$ cat src/rtl/gpio_ctrl_pkg.sv
`timescale 1ns/1ps
package gpio_ctrl_pkg;
  localparam int unsigned DATA_W       = 32;
  localparam int unsigned OFS_OUT      = 'h00;
  localparam int unsigned OFS_DIR      = 'h04;
  localparam int unsigned BANK_STRIDE  = 'h0C;
  localparam int unsigned OFS_IRQ_EN   = 'h30;
  localparam int unsigned OFS_IRQ_MASK = 'h34;
  localparam int unsigned OFS_IRQ_TYPE = 'h38;
  localparam int unsigned OFS_IRQ_POL  = 'h3C;
  localparam int unsigned OFS_IRQ_STAT = 'h40;
  localparam int unsigned OFS_IRQ_CLR  = 'h4C;
  localparam int unsigned OFS_PIN      = 'h50;
  localparam int unsigned PIN_STRIDE   = 'h04;

  typedef enum logic [2:0] {
    IRQ_SEL_NONE,
    IRQ_SEL_EN,
    IRQ_SEL_MASK,
    IRQ_SEL_TYPE,
    IRQ_SEL_POL,
    IRQ_SEL_STAT,
    IRQ_SEL_CLR
  } irq_sel_e;
endpackage

$ cat src/rtl/gpio_addr_dec.sv
`timescale 1ns/1ps
module gpio_addr_dec
  import gpio_ctrl_pkg::*;
#(
  parameter int unsigned NUM_BANKS = 4,
  parameter int unsigned ADDR_W    = 8
) (
  input  logic [ADDR_W-1:0]    addr_i,
  output logic [NUM_BANKS-1:0] out_sel_o,
  output logic [NUM_BANKS-1:0] dir_sel_o,
  output logic [NUM_BANKS-1:0] pin_sel_o,
  output irq_sel_e             irq_sel_o
);
  for (genvar b = 0; b < NUM_BANKS; b++) begin : g_bank
    assign out_sel_o[b] = (addr_i == ADDR_W'(OFS_OUT + BANK_STRIDE * b));
    assign dir_sel_o[b] = (addr_i == ADDR_W'(OFS_DIR + BANK_STRIDE * b));
    assign pin_sel_o[b] = (addr_i == ADDR_W'(OFS_PIN + PIN_STRIDE * b));
  end

  always_comb begin
    irq_sel_o = IRQ_SEL_NONE;
    if (addr_i == ADDR_W'(OFS_IRQ_EN))        irq_sel_o = IRQ_SEL_EN;
    else if (addr_i == ADDR_W'(OFS_IRQ_MASK)) irq_sel_o = IRQ_SEL_MASK;
    else if (addr_i == ADDR_W'(OFS_IRQ_TYPE)) irq_sel_o = IRQ_SEL_TYPE;
    else if (addr_i == ADDR_W'(OFS_IRQ_POL))  irq_sel_o = IRQ_SEL_POL;
    else if (addr_i == ADDR_W'(OFS_IRQ_STAT)) irq_sel_o = IRQ_SEL_STAT;
    else if (addr_i == ADDR_W'(OFS_IRQ_CLR))  irq_sel_o = IRQ_SEL_CLR;
  end
endmodule

$ cat src/rtl/gpio_sync2.sv
`timescale 1ns/1ps
module gpio_sync2 #(
  parameter int unsigned WIDTH = 32
) (
  input  logic             clk_i,
  input  logic             rst_ni,
  input  logic [WIDTH-1:0] d_i,
  output logic [WIDTH-1:0] q_o
);
  logic [WIDTH-1:0] meta_q, sync_q;

  always_ff @(posedge clk_i or negedge rst_ni) begin
    if (!rst_ni) begin
      meta_q <= '0;
      sync_q <= '0;
    end else begin
      meta_q <= d_i;
      sync_q <= meta_q;
    end
  end

  assign q_o = sync_q;
endmodule

$ cat src/rtl/gpio_bank_regs.sv
`timescale 1ns/1ps
module gpio_bank_regs #(
  parameter int unsigned WIDTH = 8
) (
  input  logic             clk_i,
  input  logic             rst_ni,
  input  logic             wr_out_i,
  input  logic             wr_dir_i,
  input  logic [WIDTH-1:0] wdata_i,
  output logic [WIDTH-1:0] out_o,
  output logic [WIDTH-1:0] dir_o
);
  logic [WIDTH-1:0] out_q, dir_q;

  always_ff @(posedge clk_i or negedge rst_ni) begin
    if (!rst_ni) begin
      out_q <= '0;
      dir_q <= '0;
    end else begin
      if (wr_out_i) out_q <= wdata_i;
      if (wr_dir_i) dir_q <= wdata_i;
    end
  end

  assign out_o = out_q;
  assign dir_o = dir_q;
endmodule

$ cat src/rtl/gpio_irq_unit.sv
`timescale 1ns/1ps
module gpio_irq_unit
  import gpio_ctrl_pkg::*;
#(
  parameter int unsigned IRQ_W = 8
) (
  input  logic             clk_i,
  input  logic             rst_ni,
  input  logic [IRQ_W-1:0] pin_i,
  input  logic             wr_i,
  input  irq_sel_e         sel_i,
  input  logic [IRQ_W-1:0] wdata_i,
  output logic [IRQ_W-1:0] en_o,
  output logic [IRQ_W-1:0] mask_o,
  output logic [IRQ_W-1:0] type_o,
  output logic [IRQ_W-1:0] pol_o,
  output logic [IRQ_W-1:0] status_o,
  output logic [IRQ_W-1:0] irq_o
);
  logic [IRQ_W-1:0] en_q, mask_q, type_q, pol_q;
  logic [IRQ_W-1:0] prev_q, latch_q, latch_d;
  logic [IRQ_W-1:0] rise, fall, edge_hit, clr_vec, level_act;

  always_ff @(posedge clk_i or negedge rst_ni) begin
    if (!rst_ni) begin
      en_q   <= '0;
      mask_q <= '0;
      type_q <= '0;
      pol_q  <= '0;
    end else if (wr_i) begin
      case (sel_i)
        IRQ_SEL_EN:   en_q   <= wdata_i;
        IRQ_SEL_MASK: mask_q <= wdata_i;
        IRQ_SEL_TYPE: type_q <= wdata_i;
        IRQ_SEL_POL:  pol_q  <= wdata_i;
        default: ;
      endcase
    end
  end

  always_comb begin
    rise      = pin_i & ~prev_q;
    fall      = ~pin_i & prev_q;
    edge_hit  = (pol_q & rise) | (~pol_q & fall);
    clr_vec   = (wr_i && sel_i == IRQ_SEL_CLR) ? wdata_i : '0;
    // new edge wins over a clear in the same cycle; disable or level mode drops the latch
    latch_d   = en_q & type_q & (edge_hit | (latch_q & ~clr_vec));
    level_act = ~(pin_i ^ pol_q);
  end

  always_ff @(posedge clk_i or negedge rst_ni) begin
    if (!rst_ni) begin
      prev_q  <= '0;
      latch_q <= '0;
    end else begin
      prev_q  <= pin_i;
      latch_q <= latch_d;
    end
  end

  assign status_o = en_q & ((type_q & latch_q) | (~type_q & level_act));
  assign irq_o    = status_o & ~mask_q;
  assign en_o     = en_q;
  assign mask_o   = mask_q;
  assign type_o   = type_q;
  assign pol_o    = pol_q;
endmodule

$ cat src/rtl/apb_gpio_ctrl.sv
`timescale 1ns/1ps
module apb_gpio_ctrl
  import gpio_ctrl_pkg::*;
#(
  parameter int unsigned NUM_BANKS = 4,
  parameter int unsigned BANK_W    = 8,
  parameter int unsigned IRQ_W     = 8,
  parameter int unsigned ADDR_W    = 8
) (
  input  logic                        clk_i,
  input  logic                        rst_ni,
  input  logic                        psel_i,
  input  logic                        penable_i,
  input  logic                        pwrite_i,
  input  logic [ADDR_W-1:0]           paddr_i,
  input  logic [31:0]                 pwdata_i,
  output logic [31:0]                 prdata_o,
  output logic                        pready_o,
  output logic                        pslverr_o,
  input  logic [NUM_BANKS*BANK_W-1:0] pins_i,
  output logic [NUM_BANKS*BANK_W-1:0] pins_o,
  output logic [NUM_BANKS*BANK_W-1:0] pins_oe_o,
  output logic [IRQ_W-1:0]            irq_o,
  output logic                        irq_any_o
);
  localparam int unsigned PIN_W = NUM_BANKS * BANK_W;

  logic                 wr_en;
  logic [NUM_BANKS-1:0] out_sel, dir_sel, pin_sel;
  irq_sel_e             irq_sel;
  logic [PIN_W-1:0]     pins_sync;
  logic [BANK_W-1:0]    bank_out [NUM_BANKS];
  logic [BANK_W-1:0]    bank_dir [NUM_BANKS];
  logic [IRQ_W-1:0]     irq_en, irq_mask, irq_type, irq_pol, irq_stat;
  logic [31:0]          rdata;
  logic                 unused_wdata;

  assign wr_en        = psel_i & penable_i & pwrite_i;
  assign unused_wdata = ^pwdata_i[31:BANK_W];

  gpio_addr_dec #(
    .NUM_BANKS(NUM_BANKS),
    .ADDR_W   (ADDR_W)
  ) i_dec (
    .addr_i   (paddr_i),
    .out_sel_o(out_sel),
    .dir_sel_o(dir_sel),
    .pin_sel_o(pin_sel),
    .irq_sel_o(irq_sel)
  );

  gpio_sync2 #(.WIDTH(PIN_W)) i_sync (
    .clk_i (clk_i),
    .rst_ni(rst_ni),
    .d_i   (pins_i),
    .q_o   (pins_sync)
  );

  for (genvar b = 0; b < NUM_BANKS; b++) begin : g_bank
    gpio_bank_regs #(.WIDTH(BANK_W)) i_regs (
      .clk_i   (clk_i),
      .rst_ni  (rst_ni),
      .wr_out_i(wr_en & out_sel[b]),
      .wr_dir_i(wr_en & dir_sel[b]),
      .wdata_i (pwdata_i[BANK_W-1:0]),
      .out_o   (bank_out[b]),
      .dir_o   (bank_dir[b])
    );
    assign pins_o[b*BANK_W +: BANK_W]    = bank_out[b];
    assign pins_oe_o[b*BANK_W +: BANK_W] = bank_dir[b];
  end

  gpio_irq_unit #(.IRQ_W(IRQ_W)) i_irq (
    .clk_i   (clk_i),
    .rst_ni  (rst_ni),
    .pin_i   (pins_sync[IRQ_W-1:0]),
    .wr_i    (wr_en),
    .sel_i   (irq_sel),
    .wdata_i (pwdata_i[IRQ_W-1:0]),
    .en_o    (irq_en),
    .mask_o  (irq_mask),
    .type_o  (irq_type),
    .pol_o   (irq_pol),
    .status_o(irq_stat),
    .irq_o   (irq_o)
  );

  always_comb begin
    rdata = '0;
    for (int b = 0; b < NUM_BANKS; b++) begin
      if (out_sel[b]) rdata[BANK_W-1:0] = bank_out[b];
      if (dir_sel[b]) rdata[BANK_W-1:0] = bank_dir[b];
      if (pin_sel[b]) rdata[BANK_W-1:0] = pins_sync[b*BANK_W +: BANK_W];
    end
    case (irq_sel)
      IRQ_SEL_EN:   rdata[IRQ_W-1:0] = irq_en;
      IRQ_SEL_MASK: rdata[IRQ_W-1:0] = irq_mask;
      IRQ_SEL_TYPE: rdata[IRQ_W-1:0] = irq_type;
      IRQ_SEL_POL:  rdata[IRQ_W-1:0] = irq_pol;
      IRQ_SEL_STAT: rdata[IRQ_W-1:0] = irq_stat;
      default: ;
    endcase
  end

  assign prdata_o  = rdata;
  assign pready_o  = 1'b1;
  assign pslverr_o = 1'b0;
  assign irq_any_o = |irq_o;
endmodule

$ cat config.mk
export PLATFORM = sky130hd
export DESIGN_NAME = apb_gpio_ctrl
export DESIGN_NICKNAME = d
export VERILOG_FILES = /design/src/rtl/gpio_ctrl_pkg.sv /design/src/rtl/gpio_addr_dec.sv /design/src/rtl/gpio_sync2.sv /design/src/rtl/gpio_bank_regs.sv /design/src/rtl/gpio_irq_unit.sv /design/src/rtl/apb_gpio_ctrl.sv
export SDC_FILE = /design/constraint.sdc
export NUM_CORES = 1
export LEC_CHECK = 0
export ABC_AREA = 1
export BUFFER_PORTS_ARGS = -buffer_cell sky130_fd_sc_hd__buf_2
export CORE_ASPECT_RATIO = 0.5
export CORE_MARGIN = 5
export CORE_UTILIZATION = 45
export CTS_CLUSTER_SIZE = 24
export DETAILED_ROUTE_END_ITERATION = 10
export GPL_ROUTABILITY_DRIVEN = 0
export PLACE_DENSITY_LB_ADDON = 0.05
export SETUP_SLACK_MARGIN = 0.4
export SYNTH_ARGS = -nofsm -noshare
export SYNTH_HDL_FRONTEND = slang
export SYNTH_SLANG_ARGS = --single-unit
$ cat constraint.sdc
create_clock -name clk_i -period 1.2 [get_ports clk_i]
set_input_delay 0.06 -clock clk_i [delete_from_list [all_inputs] [get_ports clk_i]]
set_output_delay 0.06 -clock clk_i [all_outputs]
set_load 0.01 [all_outputs]
==> impl_metrics.env <==
export IMPL_tns_ns=-11.22
export IMPL_setup_viol=22
export IMPL_power_density_mw_per_mm2=1040
export IMPL_area_growth_syn_to_layout_pct=66.0
export IMPL_synthXorXnorAreaFrac=0
export IMPL_viasPerCell=5.09
export IMPL_drt_iter0_markers=666
export IMPL_synth_mux_area_fraction=0.0105
export IMPL_grt_pass1_wl_mm=39.3
export IMPL_critPathKind="flop to output port"
export IMPL_start_util=0.459
export IMPL_endpoint_kind="output port"
export IMPL_status="finished with violations"
export IMPL_syn_area_mm2=0.00752
export IMPL_p_total_mw=13.0
export IMPL_dp_slack_ns=-0.749
export IMPL_cp_slowest_cell="dfrtp_2"
export IMPL_placed_cells=1301
export IMPL_wire_per_inst_um=18.3
export IMPL_grt_pass1_vias=7018
export IMPL_synth_compound_area_share=0.114
export IMPL_synth_cells=826
export IMPL_cap_violations=0
export IMPL_cts_htree_levels=4
export IMPL_synth_distinct_cells=33
export IMPL_busiest_layer="met2"
export IMPL_synth_top_family_by_area="simple AND/OR/NAND/NOR gates"
export IMPL_grt_util_met3=0.0572
export IMPL_grt_use_met1=0.387
export IMPL_drt_antenna_violating_nets=0
export IMPL_seq_area_frac_synth=0.586
export IMPL_ios=184
export IMPL_final_period_utilization=1.68
export IMPL_nFillCells=1137
export IMPL_clkLatencyLatePin_ns=0.44
export IMPL_dpl_cell_area_mm2=0.00979
export IMPL_cts_tree="yes"
export IMPL_regArea_mm2=0.00441
export IMPL_vias=7221
export IMPL_hold_viol_final=0
export IMPL_fin_worst_skew_ns=0.00814
export IMPL_synthAdderAreaFrac=0
export IMPL_path_buf_inv=2
export IMPL_numPortBuffers=133
export IMPL_finalInstanceArea_mm2=0.0125
export IMPL_fin_nets=1256
export IMPL_die_w_um=193
export IMPL_grt_usage=0.265
export IMPL_drc=0
export IMPL_diodes=0
export IMPL_violations="negative setup slack"
export IMPL_arrival_ns=1.96
export IMPL_chipHeight_um=101
export IMPL_dr_pass1_iters=5
export IMPL_slowest_delay_ns=0.45
export IMPL_num_rows=33
export IMPL_finalNonFillerCells=1419
export IMPL_cts_root_buffer="clkbuf_16"
export IMPL_clkSinkCount=176
export IMPL_multiInputGateArea_mm2=0.00357
export IMPL_yosys_warnings=0
export IMPL_ys_seq_elements=176
export IMPL_ys_async_sr_fraction=1.00
export IMPL_cp_required_ns=1.14
export IMPL_antenna_found_initial=0
export IMPL_synth_simple_area_share=0.208
export IMPL_drive_gt1_frac=0.474
export IMPL_grt_util_met2=0.412
export IMPL_syn_area_per_cell_um2=9.11
export IMPL_cts_buffer_depth=2
export IMPL_clkTransAtPathRegs_ns=0.07
export IMPL_overflow=0
export IMPL_finalWorstSetupSlack_ns=-0.815
export IMPL_drv_slew=0
export IMPL_synth_edf_count=0
export IMPL_grt_setup_unrepaired="yes"
export IMPL_hpwl_mm=16.8
export IMPL_grt_max_degree=38
export IMPL_ir_worst_vdd_uv=1070
export IMPL_fmax_mhz=496
export IMPL_post_route_min_period_ns=2.02
export IMPL_core_area_mm2=0.0164
export IMPL_crit_chain="inv_1 > nor2_1 > nor2_1 > nand4_1 > nand2_1 > nand4_1 > nand2_1 > nand3_1 > buf_2"
export IMPL_hold_class="primary input to flop"
export IMPL_fin_util=0.762
export IMPL_mostFrequentLayoutCells="nand2_1 (182), dfrtp_1 (174), buf_6 (124)"
export IMPL_drt_wl_total_mm=26.0
export IMPL_p_leak_nw=5.91
export IMPL_crit_family="simple AND/OR/NAND/NOR gates"
export IMPL_cp_start_kind="flop"
export IMPL_crit_fanout=4
export IMPL_timing_hold_ws_ns=0.0352
export IMPL_die_area_mm2=0.0196
export IMPL_numCtsBuffers=17
export IMPL_final_common_cell="nand2_1"
export IMPL_ys_flop_type="dfrtp_1"
Yosys cell counts (3+ instances only):
library cell	instances	area (um2)
nand2_1	239	897
dfrtp_1	176	4400
o21ai_0	109	546
inv_1	70	263
nand3_1	32	160
nor2_1	31	116
buf_4	26	195
nand4_1	16	100
clkbuf_1	14	52.6
nand2_2	11	68.8
a21oi_1	9	45.0
buf_2	9	45.0
nor2_4	9	101
a211oi_1	8	60.1
o21ai_2	8	70.1
inv_2	7	26.3
mux2_2	7	78.8
o21ai_1	7	35.0
o22ai_1	7	43.8
or2_2	7	43.8
a31oi_1	3	18.8
o211ai_1	3	22.5
or2_1	3	18.8
state kept, by name (all words and copies together), names as in the netlist, 32 cells and up:
signal	cells
g_bank.i_regs.out_o	32
i_sync.q_o	32
i_sync.meta_q	32
g_bank.i_regs.dir_o	32
final timing paths:
kind / startpoint / to / slack [ns] / cells after the start
setup / recovery: i_sync.q_o[0] / prdata_o[0] / -0.82 / 9
max in group asynchronous: rst_ni / i_irq.en_o[0] / 0.52 / 3
hold / removal: pwdata_i[6] / i_irq.en_o[6] / 0.04 / 3
setup reg to reg: i_sync.q_o[7] / i_irq.latch_q[7] / -0.05 / 6
min in group asynchronous: rst_ni / i_sync.q_o[16] / 0.11 / 2
hold reg to reg: i_sync.meta_q[23] / i_sync.q_o[23] / 0.35 / 0
tightest hold or removal path, cell delays in order:
cell	delay, ns
buf_2	0.08
inv_1	0.13
o21ai_2	0.16
power by group:
group	leakage [nW]	switching, mW	internal, mW	total, mW
combinational	3.34	0.668	0.580	1.25
clock	0.284	2.64	2.87	5.50
sequential	2.29	0.101	6.10	6.20
layout make-up:
| type | instances | share of cell area |
|---|---|---|
| clock inverters | 12 | 0.00922 |
| multi-input cells | 553 | 0.286 |
| inverters | 77 | 0.0318 |
| repair buffers | 354 | 0.261 |
| flip-flops and latches | 176 | 0.353 |
| well taps | 227 | 0.0227 |
| clock buffers | 20 | 0.0366 |
metal layers:
layer,share of wire,up-vias
met5,0,-
met4,0.017,0
met3,0.062,38
met2,0.46,257
met1,0.46,3552
li1,-,3374
cell families (layout without fill, tap and decap cells):
kind of cell / count (synthesis) / count (layout)
and+or+nand+nor: 357 / 364
muxes: 7 / 7
other: 2 / 26
AOI/OAI and AO/OA: 156 / 156
DFF: 176 / 176
buffers and inverters: 128 / 463
what timing repair did:
item,4_1_cts,5_1_grt
hold buffers,36,0
endpoints found under the hold margin,214,0
setup buffers,16,27
gates resized for setup,219,119
pin swaps,43,53
gates cloned,4,3
setup endpoints to repair,165,179
No activity file was read; power rests on OpenSTA's default activity.
